<file path="src/rtl/bm_regfile.sv">
module bm_regfile (
  input  logic        clk,
  input  logic        rst_n,
  input  logic        acc_valid,
  input  logic        acc_write,
  input  logic [3:0]  acc_addr,
  input  logic [1:0]  acc_size,
  input  logic [7:0]  acc_wdata,
  output logic [31:0] rd_data,
  input  logic [1:0]  chan_irq,
  input  logic [1:0]  dma_active,
  input  logic [1:0]  dma_err_set,
  input  logic [1:0]  dma_int_set,
  output logic [15:0] cmd_bytes,
  output logic        irq_out
);
  localparam int NCH = 2;

  logic [7:0] cmd_q [NCH];
  logic [7:0] tim_q [NCH];
  logic [7:0] st_q  [NCH];
  logic [1:0] pend_q, blk_q;

  logic       byte_wr;
  logic [2:0] sub;
  logic [7:0] mode_byte;

  assign byte_wr   = acc_valid & acc_write & (acc_size == 2'd0);
  assign sub       = acc_addr[2:0];
  assign mode_byte = {2'b00, blk_q, pend_q, 2'b00};

  always_ff @(posedge clk) begin
    if (!rst_n) begin
      pend_q <= '0;
      blk_q  <= '0;
    end else begin
      pend_q <= chan_irq;
      if (byte_wr && sub == 3'd1) blk_q <= acc_wdata[5:4];
    end
  end

  for (genvar c = 0; c < NCH; c++) begin : g_ch
    logic sel, wr_cmd, wr_st, wr_tim;
    assign sel    = byte_wr && (acc_addr[3] == 1'(c));
    assign wr_cmd = sel && sub == 3'd0;
    assign wr_st  = sel && sub == 3'd2;
    assign wr_tim = sel && sub == 3'd3;

    always_ff @(posedge clk) begin
      if (!rst_n) begin
        cmd_q[c] <= '0;
        tim_q[c] <= '0;
        st_q[c]  <= '0;
      end else begin
        if (wr_cmd) cmd_q[c] <= acc_wdata;
        if (wr_tim) tim_q[c] <= acc_wdata;
        st_q[c][0]   <= dma_active[c];
        st_q[c][1]   <= dma_err_set[c] | (st_q[c][1] & ~(wr_st & acc_wdata[1]));
        st_q[c][2]   <= dma_int_set[c] | (st_q[c][2] & ~(wr_st & acc_wdata[2]));
        st_q[c][4:3] <= 2'b00;
        if (wr_st) st_q[c][6:5] <= acc_wdata[6:5];
        st_q[c][7]   <= 1'b0;
      end
    end

    assign cmd_bytes[8*c +: 8] = cmd_q[c];
  end

  assign irq_out = |(pend_q & ~blk_q);

  always_comb begin
    logic [7:0] b;
    logic       ch;
    ch = acc_addr[3];
    case (sub)
      3'd0:    b = cmd_q[ch];
      3'd1:    b = mode_byte;
      3'd2:    b = st_q[ch];
      3'd3:    b = tim_q[ch];
      default: b = 8'hFF;
    endcase
    case (acc_size)
      2'd0:    rd_data = {24'h0, b};
      2'd1:    rd_data = 32'h0000FFFF;
      default: rd_data = 32'hFFFFFFFF;
    endcase
  end
endmodule


</file>
<file path="config.mk">
export PLATFORM = sky130hd
export DESIGN_NAME = bm_regfile
export DESIGN_NICKNAME = d
export VERILOG_FILES = /design/src/rtl/bm_regfile.sv
export SDC_FILE = /design/constraint.sdc
export NUM_CORES = 1
export LEC_CHECK = 0
export BUFFER_PORTS_ARGS = -buffer_cell sky130_fd_sc_hd__buf_2
export CAP_MARGIN = 20
export CORE_AREA = 2 2 78 80
export CTS_CLUSTER_SIZE = 40
export DETAILED_ROUTE_END_ITERATION = 6
export DIE_AREA = 0 0 80 82
export PLACE_DENSITY = 0.69
export REMOVE_ABC_BUFFERS = 1
export SETUP_SLACK_MARGIN = 0.3
export SLEW_MARGIN = 20
export SYNTH_ARGS = -nofsm -noshare
export SYNTH_HDL_FRONTEND = slang
export SYNTH_SLANG_ARGS = --single-unit
</file>
<file path="constraint.sdc">
create_clock -name clk -period 2.2 [get_ports clk]
set_clock_uncertainty 0.2 [all_clocks]
set_input_delay 0.22 -clock clk [delete_from_list [all_inputs] [get_ports clk]]
set_output_delay 0.22 -clock clk [all_outputs]
set_load 0.03 [all_outputs]
</file>
==> flow_summary_export.csv <==
group,metric,value,unit
clock_network,clkTransAtPathRegs,0.07,ns
route,wl_per_cell,16.95,um
floorplanning,core_area,0.005746,mm2
timing,finalSetupViolCount,0,
yosys,async_flop_share,0,%
timing,setup_tns,0,ns
yosys,synth.avg_cell_area,11.76,um2
worst_hold_path,holdCritPathClass,"input pin to register",
timing,fmaxAchievable,530.7,MHz
placed_design,port-buffer-count,74,
floorplanning,ios,75,
yosys,synth_area,0.002481,mm2
placed_design,place_hpwl,4489,um
route,dr.pass1.iters,4,
floorplanning,chipWidth,80,um
global_routing,gr-total-overflow,0,
worst_hold_path,hold_depth,3,
clock_network,cts_buffer_depth,2,
timing,holdWs,0.02074,ns
timing,final.min_clock_period,1.884,ns
route,drtAntennaViolNets,0,
pwr,leakagePower,0.001405,uW
worst_setup_path,crit_type,"input pin to output pin",
layout,final.fill_count,526,
yosys,seq_area_frac_synth,51.64,%
clock_network,numCtsBuffers,5,
yosys,yosysTopAreaCellShare,43.57,%
yosys,synth_area_leaders,"edfxtp_1 44%, dfxtp_1 8.1%, buf_4 7.9%, and3_1 7.3%, mux2i_1 6.1%",
route,routed_wl,6187,um
floorplanning,floorplan.initialDensity,43.18,%
worst_setup_path,reg2reg_slack,0.76,ns
worst_hold_path,hold_path_end,"blk_q[0]",
timing,slew_viol_final,0,
route,dr_total_vias,1912,
yosys,synthFlopType,"edfxtp_1",
yosys,synth_cells,211,
placed_design,dp.cells,342,
route,drc,0,
timing,finalHoldViolCount,0,
clock_network,cts_tree,"built",
worst_setup_path,start_kind,"input pin",
layout,multi_input_area,934.6,um2
yosys,synth.most_common_cell,"edfxtp_1",
run_status,outcome,"complete, no violations",
floorplanning,chipHeight,82,um
global_routing,grt_pass1_wl,9487,um
worst_setup_path,arrival,1.46,ns
floorplanning,die_area,0.006560,mm2
yosys,synth_edf_count,36,
yosys,synth_largest_area_cell,"edfxtp_1",
worst_hold_path,worst_hold_startpoint,"acc_wdata[4]",
placed_design,routabilityCongestion,0.8451,
timing,period_share,85.65,%
timing,relSlewSlack,62.09,%
timing,worst_pin_slew,0.5645,ns
global_routing,grt_antenna_before_repair,0,
timing,rsz0062_at_grt,"yes",
floorplanning,rows,28,
pwr,power,1968,uW
clock_network,insertion_delay,0.29,ns
clock_network,cts_root_buf,"clkbuf_8",
worst_setup_path,r2r_start,"st_q[0][2]",
route,drt_first_iter_violations,190,
clock_network,cts.sinks,46,
layout,postLayoutCoreUtil,53.88,%
yosys,yosysWarnings,0,
pwr,peakVddDrop,0.2708,mV
flow_run,drv_cap,0,
route,viasPerCell,5.238,
yosys,synth_common_cells,"36 x edfxtp_1, 29 x and3_1, 26 x buf_4",
yosys,ys_types,38,
yosys,ys_ff_latch,46,
global_routing,grt_use_total,19.59,%
worst_setup_path,crit_required,1.78,ns
worst_setup_path,r2r_end,"st_q[0][2]",
pwr,power_density,635.7,mW/mm2
clock_network,htreeDepth,2,
layout,seqCellArea,0.001281,mm2
layout,area_growth,24.76,%
worst_setup_path,crit_path_max_fanout,17,
global_routing,grt_pass1_vias,1817,
layout,fin_cells,365,
worst_setup_path,endpoint_kind,"output pin",
layout,fin_nets,315,
layout,drive_above_1_share,40.34,%
global_routing,grt_max_degree,19,
layout,antenna_cells,0,
worst_setup_path,reg2reg_depth,3,
## worst max path at each step
stage | start | endpoint | slack (ns) | cells past startpoint
2_1_floorplan | acc_addr[2] | rd_data[7] | 0.29 | 3
3_3_place_gp | acc_size[0] | cmd_q[0][2] | 0.16 | 5
3_5_place_dp | acc_size[0] | cmd_q[0][1] | 0.21 | 5
4_1_cts | cmd_q[0][1] | rd_data[1] | 0.30 | 4
5_1_grt | cmd_q[0][1] | rd_data[1] | 0.26 | 4
6_report | acc_addr[3] | rd_data[2] | 0.32 | 5
## kinds of logic (layout without fill, tap and decap cells)
| family | count (synthesis) | after routing | synth area share, % |
|---|---|---|---|
| simple gates | 69 | 69 | 20.07 |
| flops | 46 | 46 | 51.64 |
| buf+inv | 42 | 121 | 11.35 |
| compound gates | 35 | 35 | 9.077 |
| mux | 19 | 19 | 7.867 |
## through the flow
step	cell area (um2)	setup slack, ns
after detailed placement	2818	0.2068
after floorplan	2226	0.2918
after CTS	3053	0.3014
after global routing	3095	0.2611
after global placement	2818	0.1600
final	3095	0.3158
## routing by layer
| metal | part of all wire (%) | GRT usage (%) | wire length (um) |
|---|---|---|---|
| met3 | 6.4 | 4.176 | 396 |
| met5 | 0 | 0 | 0 |
| met4 | 1.3 | 7.119 | 78 |
| met2 | 48 | 32.50 | 2939 |
| met1 | 45 | 25.37 | 2773 |
## registers in the layout, summed over array words and instances (netlist names)
name and cells:
cmd_q 16, tim_q 16, st_q 10, blk_q 2, pend_q 2
## critical path, stage by stage
cell,delay (ns)
clkbuf_4,0.23
or3b_4,0.45
o22a_1,0.22
o211ai_1,0.13
buf_4,0.21
## timing repair
action	CTS	global route
setup buffers	1	3
setup endpoints to repair	3	6
hold buffers	11	0
hold endpoints to repair	8	0
gates resized for setup	4	8
## layout by cell type (no fill, tap or decap), types with 2 or more instances in the layout
cell	count
a221oi_1	4
mux2_2	3
nand2b_1	2
a31oi_1	8
clkbuf_8	5
dlygate4sd3_1	11
dfxtp_1	10
and3_1	29
a21oi_1	2
o21ai_0	8
o21ai_1	3
edfxtp_1	36
inv_1	7
buf_4	26
o211ai_1	2
and2_1	13
o22a_1	2
nor2_1	3
mux2i_1	15
nand2_1	6
o221ai_1	3
a21oi_2	2
buf_2	68
## where the power goes
group / leakage [uW] / switching, uW / internal [uW]
sequential: 0.000425 / 19.2 / 978
clock: 0.0000528 / 280 / 336
combinational: 0.000927 / 226 / 129
total: 0.00141 / 525 / 1440
## final cells by class
type / instances / share of cell area [%]
repair buffers: 106 / 21.10
well taps: 75 / 3.032
clock inverters: 2 / 1.091
clock buffers: 6 / 2.344
multi-input cells: 123 / 30.19
inverters: 7 / 0.8488
flip-flops and latches: 46 / 41.39
No activity file was read; power rests on OpenSTA's default activity.
